`config.mk`:
```
export PLATFORM = sky130hd
export DESIGN_NAME = spi_baud_gen
export DESIGN_NICKNAME = d
export VERILOG_FILES = /design/src/rtl/spi_baud_pkg.sv /design/src/rtl/spi_prescale_tick.sv /design/src/rtl/spi_half_count.sv /design/src/rtl/spi_rate_pick.sv /design/src/rtl/spi_baud_gen.sv
export SDC_FILE = /design/constraint.sdc
export NUM_CORES = 1
export LEC_CHECK = 0
export ABC_AREA = 1
export BUFFER_PORTS_ARGS = -buffer_cell sky130_fd_sc_hd__buf_2
export CAP_MARGIN = 20
export CORE_AREA = 2 2 56 98
export CTS_CLUSTER_DIAMETER = 60
export DETAILED_ROUTE_END_ITERATION = 7
export DIE_AREA = 0 0 58 100
export PLACE_DENSITY = 0.87
export RECOVER_POWER = 100
export SYNTH_ARGS = -nofsm -noshare
export SYNTH_HDL_FRONTEND = slang
export SYNTH_SLANG_ARGS = --single-unit
export TNS_END_PERCENT = 100
```
`constraint.sdc`:
```
create_clock -name clk -period 2.8 [get_ports clk]
set_input_delay 0.28 -clock clk [delete_from_list [all_inputs] [get_ports clk]]
set_output_delay 0.28 -clock clk [all_outputs]
set_load 0.02 [all_outputs]
```
`src/rtl/spi_baud_pkg.sv`:
```
package spi_baud_pkg;

    localparam int PRE_SEL_W = 2;
    localparam int SCL_SEL_W = 4;
    localparam int PRE_CNT_W = 3;
    localparam int SCL_DIV_W = 16;
    localparam int HALF_W    = SCL_DIV_W - 1;
    localparam int PRE_CODES = 1 << PRE_SEL_W;
    localparam int SCL_CODES = 1 << SCL_SEL_W;

    typedef struct packed {
        logic lvl;
        logic shift;
        logic sample;
    } sck_state_t;

    // prescale value for a select code: 2, 3, 5, 7
    function automatic logic [PRE_CNT_W-1:0] pre_div(input logic [PRE_SEL_W-1:0] code);
        case (code)
            2'd0:    return 3'd2;
            2'd1:    return 3'd3;
            2'd2:    return 3'd5;
            default: return 3'd7;
        endcase
    endfunction

    // scale value: linear steps of two for low codes, powers of two above
    function automatic logic [SCL_DIV_W-1:0] scl_div(input logic [SCL_SEL_W-1:0] code);
        logic [SCL_DIV_W-1:0] v;
        if (code < 4'd4)
            v = ({{(SCL_DIV_W-SCL_SEL_W){1'b0}}, code} + 16'd1) << 1;
        else
            v = 16'd1 << code;
        return v;
    endfunction

    // prescaled ticks per half period of the serial clock
    function automatic logic [HALF_W-1:0] half_ticks(input logic [SCL_SEL_W-1:0] code,
                                                     input logic dbl);
        logic [SCL_DIV_W-1:0] s;
        logic [SCL_DIV_W-1:0] h;
        s = scl_div(code);
        h = dbl ? (s >> 2) : (s >> 1);
        if (h == '0)
            h = {{(SCL_DIV_W-1){1'b0}}, 1'b1};
        return h[HALF_W-1:0];
    endfunction

endpackage

```
`src/rtl/spi_prescale_tick.sv`:
```
module spi_prescale_tick
    import spi_baud_pkg::*;
(
    input  logic                 clk,
    input  logic                 rst_n,
    input  logic                 run,
    input  logic [PRE_SEL_W-1:0] pre_sel,
    output logic                 tick
);

    logic [PRE_CNT_W-1:0] cnt_d, cnt_q;
    logic [PRE_CNT_W-1:0] last;

    always_comb begin
        last  = pre_div(pre_sel) - 1'b1;
        tick  = run && (cnt_q >= last);
        cnt_d = cnt_q;
        if (!run || tick)
            cnt_d = '0;
        else
            cnt_d = cnt_q + 1'b1;
    end

    always_ff @(posedge clk or negedge rst_n) begin
        if (!rst_n)
            cnt_q <= '0;
        else
            cnt_q <= cnt_d;
    end

    assert_tick_restart_R1: assert property (@(posedge clk) disable iff (!rst_n)
        tick |=> (cnt_q == '0));

    assert_idle_clear_R5: assert property (@(posedge clk) disable iff (!rst_n)
        !run |=> (cnt_q == '0));

endmodule

```
`src/rtl/spi_half_count.sv`:
```
module spi_half_count
    import spi_baud_pkg::*;
(
    input  logic              clk,
    input  logic              rst_n,
    input  logic              run,
    input  logic              tick,
    input  logic [HALF_W-1:0] half,
    output logic              flip
);

    logic [HALF_W-1:0] cnt_d, cnt_q;

    always_comb begin
        flip  = tick && (cnt_q >= half - 1'b1);
        cnt_d = cnt_q;
        if (!run || flip)
            cnt_d = '0;
        else if (tick)
            cnt_d = cnt_q + 1'b1;
    end

    always_ff @(posedge clk or negedge rst_n) begin
        if (!rst_n)
            cnt_q <= '0;
        else
            cnt_q <= cnt_d;
    end

    assert_count_step_R3: assert property (@(posedge clk) disable iff (!rst_n)
        (run && tick && !flip) |=> (cnt_q == $past(cnt_q) + 1'b1));

    assert_hold_between_ticks_R3: assert property (@(posedge clk) disable iff (!rst_n)
        (run && !tick) |=> $stable(cnt_q));

endmodule

```
`src/rtl/spi_rate_pick.sv`:
```
module spi_rate_pick
    import spi_baud_pkg::*;
#(
    parameter int RATIO_W = 20
) (
    input  logic                 clk,
    input  logic                 rst_n,
    input  logic [RATIO_W-1:0]   req_div,
    output logic [PRE_SEL_W-1:0] pick_pre,
    output logic [SCL_SEL_W-1:0] pick_scl,
    output logic                 pick_miss
);

    localparam int PROD_W = 32;

    logic              found;
    logic [PROD_W-1:0] prod;
    logic [PROD_W-1:0] chosen;

    always_comb begin
        found    = 1'b0;
        pick_pre = '1;
        pick_scl = '1;
        prod     = '0;
        chosen   = PROD_W'(pre_div('1)) * PROD_W'(scl_div('1));
        for (int i = 0; i < PRE_CODES; i++) begin
            for (int j = 0; j < SCL_CODES; j++) begin
                prod = PROD_W'(pre_div(PRE_SEL_W'(i))) * PROD_W'(scl_div(SCL_SEL_W'(j)));
                if (!found && (prod >= PROD_W'(req_div))) begin
                    found    = 1'b1;
                    pick_pre = PRE_SEL_W'(i);
                    pick_scl = SCL_SEL_W'(j);
                    chosen   = prod;
                end
            end
        end
        pick_miss = !found;
    end

    always_ff @(posedge clk) begin
        if (rst_n && !pick_miss)
            assert_pick_reaches_R7: assert (chosen >= PROD_W'(req_div));
        if (rst_n && pick_miss)
            assert_miss_codes_R8: assert (pick_pre == '1 && pick_scl == '1);
    end

endmodule

```
`src/rtl/spi_baud_gen.sv`:
```
module spi_baud_gen
    import spi_baud_pkg::*;
#(
    parameter int RATIO_W = 20
) (
    input  logic                 clk,
    input  logic                 rst_n,
    input  logic                 run,
    input  logic [PRE_SEL_W-1:0] pre_sel,
    input  logic [SCL_SEL_W-1:0] scl_sel,
    input  logic                 dbl,
    input  logic                 cpol,
    input  logic                 cpha,
    output logic                 sck,
    output logic                 shift_stb,
    output logic                 sample_stb,
    input  logic [RATIO_W-1:0]   req_div,
    output logic [PRE_SEL_W-1:0] pick_pre,
    output logic [SCL_SEL_W-1:0] pick_scl,
    output logic                 pick_miss
);

    logic              tick;
    logic              flip;
    logic              lead;
    logic [HALF_W-1:0] half;
    sck_state_t        st_d, st_q;

    assign half = half_ticks(scl_sel, dbl);

    spi_prescale_tick u_pre (
        .clk     (clk),
        .rst_n   (rst_n),
        .run     (run),
        .pre_sel (pre_sel),
        .tick    (tick)
    );

    spi_half_count u_half (
        .clk   (clk),
        .rst_n (rst_n),
        .run   (run),
        .tick  (tick),
        .half  (half),
        .flip  (flip)
    );

    spi_rate_pick #(.RATIO_W(RATIO_W)) u_pick (
        .clk       (clk),
        .rst_n     (rst_n),
        .req_div   (req_div),
        .pick_pre  (pick_pre),
        .pick_scl  (pick_scl),
        .pick_miss (pick_miss)
    );

    always_comb begin
        st_d        = st_q;
        st_d.shift  = 1'b0;
        st_d.sample = 1'b0;
        lead        = ~st_q.lvl;
        if (!run) begin
            st_d.lvl = 1'b0;
        end else if (flip) begin
            st_d.lvl    = ~st_q.lvl;
            st_d.shift  = cpha ? lead : ~lead;
            st_d.sample = cpha ? ~lead : lead;
        end
    end

    always_ff @(posedge clk or negedge rst_n) begin
        if (!rst_n)
            st_q <= '0;
        else
            st_q <= st_d;
    end

    assign sck        = cpol ^ st_q.lvl;
    assign shift_stb  = st_q.shift;
    assign sample_stb = st_q.sample;

    assert_strobe_on_change_R6: assert property (@(posedge clk) disable iff (!rst_n)
        (shift_stb || sample_stb) |-> (st_q.lvl != $past(st_q.lvl)));

    assert_change_has_strobe_R6: assert property (@(posedge clk) disable iff (!rst_n)
        (run && $past(run) && (st_q.lvl != $past(st_q.lvl))) |-> $onehot({shift_stb, sample_stb}));

    assert_lead_sample_R6: assert property (@(posedge clk) disable iff (!rst_n)
        (sample_stb && !$past(cpha)) |-> st_q.lvl);

    assert_idle_rest_R5: assert property (@(posedge clk) disable iff (!rst_n)
        !run |=> (!st_q.lvl && !shift_stb && !sample_stb));

endmodule

```
# Word level (Yosys, flattened, before mapping)
# Cells that the tools add are included.
# totals
ff_bits	21
inputBits	32
out_inout_bits	10
elab_cells	421
# classes
add_sub_neg	5
order_cmp	66
eq_ne	3
shifts	1
n_mux	204
n_bitwise	2
n_reduce_logical	135
# ops
cell	count
$mux 4	64
$mux 2	65
$ge 5x20->1 const A	6
$ge 6x20->1 const A	5
$ge 10x20->1 const A	4
$ge 11x20->1 const A	4
$ge 12x20->1 const A	4
$ge 13x20->1 const A	4
$ge 14x20->1 const A	4
$ge 15x20->1 const A	4
$ge 16x20->1 const A	4
$ge 17x20->1 const A	4
$ge 4x20->1 const A	4
$ge 7x20->1 const A	4
$ge 8x20->1 const A	4
$ge 9x20->1 const A	4
$mux 1	67
$logic_and 1x1->1	65
$logic_not 1->1	65
$mux 15	4
$ge 18x20->1 const A	2
$ge 3x20->1 const A	2
$logic_not 16->1	1
$mux 16	1
19 further kinds	21

# Longest topological paths before layout
# Gate-level depths: netlist (run 1).
# logic_depth
ltp_word	192
mapped_depth	28
mapped_depth_nobuf	26

# Cells and area by module
# A second synthesis (run 1) with hierarchy kept.
# hier_totals
hier_cells	484
area_unflattened_um2	3081.7
# by_module_without_submodules
mod	instances	cells_per_inst	area_per_inst_um2	seq_area_each_um2
spi_half_count	1	222	1565.3	375.4
spi_rate_pick	1	137	681.9	0.0
spi_baud_gen	1	99	604.3	75.1
spi_prescale_tick	1	26	230.2	75.1

# Least setup slack after synthesis (run 1)
# OpenSTA, ideal clock, no wires.
# synth_path
kind	input port to flip-flop
start	input port scl_sel[0]
end	register u_half.cnt_q[5]
setup_ps	86
arrival_time_ps	3412
required_ps	2714
setup_slack_ps	-698
cell_stages	26
path_buffers	1
cell_sequence	ha_1 ha_1 inv_1 nand2_1 nand3_1 o21ai_4 nand3_1 nor2_4 a21boi_0 ha_1 inv_1 nor2_2 nand2_2 nor2_4 xor2_1 ha_1 nand2_1 inv_1 o21ai_0 nand2_1 a21oi_1 nand3_1 nand2_1 nand2_1 buf_2 nor3_1
# synth_via
elab_chain_len	10
elab_cells_between_ends	13
cone_classes	add/sub (2); order compare (2); shift (1); mux (4); reduce/logical (4)
# synth_lines
item	line	source
start: declaration	spi_baud_gen.sv:10	input logic [SCL_SEL_W-1:0] scl_sel,
$add 4x1->5 (tied with other cells)	spi_baud_pkg.sv:31	v = ({{(SCL_DIV_W-SCL_SEL_W){1'b0}}, code} + 16'd1) << 1;
$mux 16 *	spi_baud_pkg.sv:30	if (code < 4'd4)
$mux 15 *	spi_baud_pkg.sv:43	h = dbl ? (s >> 2) : (s >> 1);
$logic_not 16->1	spi_baud_pkg.sv:44	if (h == '0)
$mux 15 *	spi_baud_pkg.sv:44	
$sub 15x1->15 *	spi_half_count.sv:15	flip = tick && (cnt_q >= half - 1'b1);
$ge 15x15->1 *	spi_half_count.sv:15	
$logic_and 1x1->1 *	spi_half_count.sv:15	
$logic_or 1x1->1 *	spi_half_count.sv:17	if (!run || flip)
$mux 15 / $reduce_bool 2->1 (equally long branches)	-	
end signal: assignment	spi_half_count.sv:27	cnt_q <= cnt_d;
end: declaration	spi_half_count.sv:12	logic [HALF_W-1:0] cnt_d, cnt_q;
# Every way passes the cells marked *; elsewhere a longest branch is shown, timed or not.
# A chain may end at the register's enable or synchronous reset.

# Worst setup path in the final report (run 1)
# layout_path
start	input port scl_sel[1]
end	register u_half.cnt_q[13]
# Same word-level chain as after synthesis.

==> results.ini, run 1 <==
[critical_path]
worst_r2r_startpoint=u_pre.cnt_q[2]
reg2reg_slack_ns=0.45
end_kind=flop
start_kind=input port
criticalPathCategory=input port to flop
arrival_ns=3.46
worst-endpoint-required_ns=3.01
r2r.worst_path.cells=7
crit_fanout=6
worstReg2RegEnd=u_half.cnt_q[11]

[floorplanning]
die_x_um=58
die_area_um2=5800
core-area_um2=5080
initial_core_utilization=0.574
die_height_um=100
rows=35
design.portCount=42

[pwr]
power_density_nw_per_um2=276
power.static_leakage_nw=2.09
irDropWorstVdd_mv=0.405

[global_routing]
grt_pass1_vias=3447
grt_max_degree=22
antenna_violations_before_repair=0
grt_first_pass_wirelength_um=13900
grt_overflow=0
grt_util_all_layers=0.305

[detailed_routing]
drc=0
ant_nets=0
via_count=3590
drt-total-wl_um=9440
vias_per_cell=5.68
drt_first_iter_violations=237
drt_pre_antenna_iters=6
post_drt_wl_per_cell_um=14.9

[timing]
finalSetupViolations=18
holdWs_ns=0.320
finalHoldViolCount=0
layout_min_cycle_time_ns=3.25
layout_worst_path_cycle_share=1.16
report.final.slew_viol_count=0
max_clock_skew_ns=0.00700
fmax_mhz=308
unrepaired_setup_endpoints_after_global_routing=yes
timing.slew.headroom=0.247
finalWorstSetupSlack_ns=-0.448
worst-slew-pin-transition_ns=1.13

[synthesis]
synthTopCellsByArea=dfrtp_1 (18%), nand2_1 (16%), ha_1 (12%)
netlist-cell-type-count=34
synth.avg_cell_area_um2=6.19
synthesis.area_um2=2920
post_synth_inst_count=471
synth_area_leader_cell=dfrtp_1
dominantRegCellSynth=dfrtp_1
synth_seq_area_share=0.180
synth_seq_cells=21
postSynth.asyncResetShare=1.00
postSynthNetCount=530
synth-edff-count=0
ys.warnings.count=0
synth_largest_type_area_fraction=0.180

[cells_and_area]
antenna_cells=0
nFillCells=348
layoutNonFillerInstCount=632
finalNetCount=637
finalInstanceArea_um2=4070
post_route_cells_drive_above_1_share=0.341
layout-area-overhead-vs-synth_pct=39.5

[placement]
gp_congestion=0.876
detailed_place_hpwl_um=6660
place_ws_ns=-0.730
place.port_buffers=41
place_area_um2=3640
dp_cell_count=610

[cts]
cts.clk_slew.worst_paths_ns=0.08
cts.root.buffer_cell=clkbuf_8
cts_made_buffers=3
insertion_delay_ns=0.28
htree_num_levels=1
clock_tree.buffer_depth=2
number_of_clock_sinks=21
cts_tree=built

[worst_hold_path]
hold-path-endpoint=shift_stb
holdPathStages=3
timing.hold.worst.class=input port to flop
hold_start=cpha

[outcome]
status=finished with violations
failed_checks=negative setup slack

[job]
maxCapViolCount=0

==> timing repair <==
| action | in CTS | in global routing |
|---|---|---|
| gates cloned | 0 | 1 |
| hold endpoints to repair | 21 | 0 |
| hold buffers | 1 | 0 |
| endpoints found under the setup margin | 18 | 18 |
| pin swaps | 13 | 29 |
| gates resized for setup | 39 | 25 |
| buffers inserted | 10 | 6 |
==> report_power, final <==
group	switching [W]	internal, W
Clock	0.000109	0.000102
Sequential	0.0000162	0.000317
Combinational	0.000334	0.000244
Total	0.000459	0.000662
==> synth_stat cells (5+ instances only) <==
cell type / number
nand2_1: 122
nor2_1: 66
inv_1: 55
nand3_1: 41
ha_1: 27
dfrtp_1: 21
a21oi_1: 17
nand4_1: 17
o21ai_0: 14
nor3_1: 12
xor2_1: 12
nand2_2: 10
nor2_2: 10
inv_2: 6
buf_6: 5
nor2_4: 5
xnor2_1: 5
==> cell usage in the layout (no fill, tap or decap), types with 4 or more instances in the layout <==
| master | netlist | final |
|---|---|---|
| nand2_1 | 122 | 112 |
| buf_4 | 0 | 64 |
| nor2_1 | 66 | 54 |
| inv_1 | 55 | 49 |
| nand3_1 | 41 | 32 |
| buf_2 | 3 | 29 |
| dfrtp_1 | 21 | 21 |
| ha_1 | 27 | 19 |
| nor2_2 | 10 | 18 |
| nand4_1 | 17 | 17 |
| nand2_2 | 10 | 16 |
| a21oi_1 | 17 | 15 |
| o21ai_0 | 14 | 12 |
| xor2_1 | 12 | 12 |
| nand3_2 | 2 | 11 |
| nor2_4 | 5 | 9 |
| clkbuf_1 | 0 | 9 |
| inv_2 | 6 | 8 |
| nor3_1 | 12 | 7 |
| ha_4 | 0 | 7 |
| xnor2_1 | 5 | 5 |
| buf_12 | 0 | 5 |
| nand2_4 | 0 | 4 |
| o21ai_1 | 2 | 4 |
| nor3_2 | 2 | 4 |
==> flip-flops by register name, indices dropped and copies added, names as in the netlist <==
name,cells
st_q,1
u_pre.cnt_q,3
sample_stb,1
shift_stb,1
u_half.cnt_q,15
==> worst max path at each step <==
stage	startpoint	endpoint	slack, ns	cells past startpoint
2_1_floorplan	scl_sel[0]	u_half.cnt_q[5]	-0.32	26
3_3_place_gp	scl_sel[0]	u_half.cnt_q[2]	-0.59	25
3_5_place_dp	scl_sel[0]	u_half.cnt_q[12]	-0.73	25
4_1_cts	scl_sel[0]	u_half.cnt_q[14]	-0.21	27
5_1_grt	scl_sel[1]	u_half.cnt_q[7]	-0.54	28
6_report	scl_sel[1]	u_half.cnt_q[13]	-0.45	26
==> area by class of cell <==
type,instances,area [µm²],share of cell area
clock buffer,4,45.0,0.0111
inverter,62,250,0.0615
multi-input combinational,381,2390,0.588
sequential,21,526,0.129
tap,55,68.8,0.0169
timing repair buffer,109,788,0.194
==> through the flow <==
step	TNS (ns)	util	power, W
after global routing	-8.65	0.801	0.00118
after global placement	-9.77	0.717	0.000799
final	-6.78	0.801	0.00112
after CTS	-3.06	0.771	0.00106
after detailed placement	-12.23	0.717	0.000820
after floorplan	-4.18	-	0.000644
==> layer usage <==
layer / vias up / part of all wire / wire length [µm] / track usage
met1: 1625 / 0.32 / 3050 / 0.268
met3: 65 / 0.042 / 395 / 0.0271
li1: 1743 / - / - / -
met5: - / 0 / 0 / 0
met2: 157 / 0.56 / 5260 / 0.586
met4: 0 / 0.078 / 740 / 0.254
==> cell families (layout without fill, tap and decap cells) <==
group / count (synthesis) / after routing / share of synthesized area
buffers and inverters: 70 / 175 / 0.105
DFF: 21 / 21 / 0.180
and+or+nand+nor: 293 / 294 / 0.460
xor gates and xnor gates: 17 / 17 / 0.0510
AOI/OAI and AO/OA: 43 / 43 / 0.0883
adders and majority gates: 27 / 27 / 0.116
==> worst max-delay path, cell delays in order <==
cell and delay (ns):
buf_12 0.11, ha_4 0.17, ha_4 0.17, buf_6 0.12, nand3_2 0.07, nand2_2 0.07
nor2_4 0.13, nand3_2 0.10, nor2_4 0.13, a21boi_2 0.07, ha_2 0.21, inv_4 0.08
nor2_4 0.05, buf_4 0.13, buf_4 0.12, xor2_1 0.14, ha_1 0.32, a21oi_1 0.16
o21a_1 0.12, nand2_1 0.07, nand2_1 0.08, nand3_2 0.09, nand2_4 0.10, buf_12 0.12
nand2_4 0.11, nor2_2 0.14
Note: power is estimated with default switching activity, not from simulation.
==> inputs of run 2 (changes only) <==
Settings changed: CORE_AREA 2 2 56 98 to 2 2 55 96, DIE_AREA 0 0 58 100 to 0 0 57 98, PLACE_DENSITY 0.87 to 0.9.
==> results.ini, run 2 (synthesis results as in run 1) <==
[outcome]
status=finished with violations  ; unchanged
failed_checks=negative setup slack  ; unchanged

[floorplanning]
initial_core_utilization=0.602  ; was 0.574
die_height_um=98  ; was 100 µm
core-area_um2=4850  ; was 5080 µm²
die_area_um2=5590  ; was 5800 µm²
rows=34  ; was 35
die_x_um=57  ; was 58 µm
design.portCount=42  ; unchanged

[timing]
max_clock_skew_ns=0.00278  ; was 0.00700 ns
unrepaired_setup_endpoints_after_global_routing=yes  ; unchanged
layout_worst_path_cycle_share=1.17  ; was 1.16
report.final.slew_viol_count=0  ; unchanged
finalHoldViolCount=0  ; unchanged
finalWorstSetupSlack_ns=-0.483  ; was -0.448 ns
worst-slew-pin-transition_ns=1.13  ; about the same
timing.slew.headroom=0.248  ; was 0.247
layout_min_cycle_time_ns=3.28  ; was 3.25 ns
final.setup.tns_ns=-7.46  ; was -6.78 ns
finalSetupViolations=18  ; unchanged
fmax_mhz=305  ; was 308 MHz

[global_routing]
antenna_violations_before_repair=0  ; unchanged
grt_overflow=0  ; unchanged
grt_max_degree=22  ; unchanged
grt_pass1_vias=3718  ; was 3447
grt_util_all_layers=0.329  ; was 0.305
grt_first_pass_wirelength_um=15100  ; was 13900 µm

[pwr]
fin_total_pwr_w=0.00110  ; was 0.00112 W
power.static_leakage_nw=2.10  ; was 2.09 nW
power_density_nw_per_um2=273  ; was 276 nW/µm²
irDropWorstVdd_mv=0.398  ; was 0.405 mV

[cts]
cts_made_buffers=3  ; unchanged
cts.root.buffer_cell=clkbuf_8  ; unchanged
insertion_delay_ns=0.26  ; was 0.28 ns
cts.clk_slew.worst_paths_ns=0.07  ; was 0.08 ns
clock_tree.buffer_depth=2  ; unchanged
htree_num_levels=1  ; unchanged
number_of_clock_sinks=21  ; unchanged
cts_tree=built  ; unchanged

[detailed_routing]
drt_first_iter_violations=280  ; was 237
vias_per_cell=5.96  ; was 5.68
drt-total-wl_um=10100  ; was 9440 µm
drt_pre_antenna_iters=7  ; was 6
post_drt_wl_per_cell_um=16.1  ; was 14.9 µm
ant_nets=0  ; unchanged
via_count=3744  ; was 3590
drc=0  ; unchanged

[critical_path]
start_kind=input port  ; unchanged
r2r.worst_path.cells=8  ; was 7
end_kind=flop  ; unchanged
arrival_ns=3.49  ; was 3.46 ns
worst_r2r_startpoint=u_pre.cnt_q[2]  ; unchanged
crit_path_frequent_cell=nand2_1
cp_slowest_stage_delay_ns=0.33  ; was 0.32 ns
reg2reg_slack_ns=0.59  ; was 0.45 ns
crit_slowest_cell=ha_1  ; unchanged
cpLargestDelayFamily=simple AND/OR/NAND/NOR gates  ; unchanged
criticalPathCategory=input port to flop  ; unchanged
crit_buf_inv=5  ; was 6
worst-endpoint-required_ns=3.00  ; was 3.01 ns
worstReg2RegEnd=u_half.cnt_q[11]  ; unchanged
crit_fanout=6  ; unchanged

[worst_hold_path]
timing.hold.worst.class=input port to flop  ; unchanged
holdPathStages=3  ; unchanged
hold_start=cpha  ; unchanged
hold-path-endpoint=shift_stb  ; unchanged

[cells_and_area]
final_common_cell=nand2_1  ; unchanged
commonest_cells_after_routing_fill_and_taps_aside=nand2_1 (106), nor2_1 (63), buf_4 (62)  ; was nand2_1 (112), buf_4 (64), nor2_1 (54)
largest_register_ffs=15  ; unchanged
biggest_register=u_half.cnt_q  ; unchanged
post_route_cells_drive_above_1_share=0.328  ; was 0.341
reg.largest.list=u_half.cnt_q x15, u_pre.cnt_q x3  ; unchanged
finalNetCount=634  ; was 637
layout-area-overhead-vs-synth_pct=38.3  ; was 39.5%
nFillCells=292  ; was 348
finalInstanceArea_um2=4040  ; was 4070 µm²
antenna_cells=0  ; unchanged

[placement]
place_area_um2=3650  ; was 3640 µm²
gp_congestion=0.926  ; was 0.876
place.port_buffers=41  ; unchanged
detailed_place_hpwl_um=6840  ; was 6660 µm

[job]
maxCapViolCount=0  ; unchanged

run 2: changes by cell type in the layout (fill, tap and decap cells not counted), moves of 5 or more:
cell,delta
nor2_1,+9
nor2_2,-9
nand2_1,-6
nand2_4,+5
run 2: cell type report:
class                      instances  area (µm²)  share of cell area
sequential                        21         526               0.130
timing repair buffer             107         756               0.187
tap                               54        67.6              0.0167
inverter                          62         263              0.0651
clock buffer                       4        45.0              0.0112
multi-input combinational        380        2380               0.590
run 2: worst max path at each step:
stage / from / endpoint / slack (ns) / cells past startpoint
5_1_grt: scl_sel[1] / st_q[2] / -0.71 / 26
6_report: scl_sel[0] / u_half.cnt_q[14] / -0.48 / 28
2_1_floorplan: scl_sel[0] / u_half.cnt_q[5] / -0.32 / 26
4_1_cts: scl_sel[1] / u_half.cnt_q[14] / -0.30 / 28
3_3_place_gp: scl_sel[0] / u_half.cnt_q[11] / -0.61 / 25
3_5_place_dp: scl_sel[0] / u_half.cnt_q[11] / -0.88 / 25
run 2: metrics by stage:
stage                      util  cells  setup slack, ns  hold WS, ns
after global routing      0.832    628           -0.709        0.309
after global placement    0.753    612           -0.610        0.248
final                     0.832    628           -0.483        0.302
after floorplan               -    471           -0.317      -0.0156
after detailed placement  0.753    612           -0.880        0.253
after CTS                 0.797    623           -0.296        0.309
run 2: repair_timing:
action                                  4_1_cts  5_1_grt
pin swaps                                    31       27
hold buffers                                  1        0
endpoints found under the setup margin       18       18
buffers inserted                              6        5
resized for setup                            30       37
hold endpoints to repair                     21        0
run 2: worst register-to-register path, cell delays in order, from the launching register on:
cell and delay [ns]:
dfrtp_1 0.40, ha_1 0.34, a21oi_1 0.20, nand4_1 0.42
nand3b_1 0.33, nor2_1 0.12, nand2_1 0.09, nor2_1 0.06
nor3_2 0.18
run 2: metal layers:
layer  global-route usage  part of all wire
met3               0.0305             0.040
met5                    0                 0
met4                0.247             0.081
met1                0.295              0.33
met2                0.637              0.55
run 2: where the power goes:
group          leakage [nW]  internal (W)  switching, W  total, W
clock                0.0228      0.000102      0.000100  0.000202
sequential            0.291      0.000317     0.0000151  0.000332
combinational          1.78      0.000237      0.000332  0.000570
total                  2.10      0.000656      0.000448   0.00110
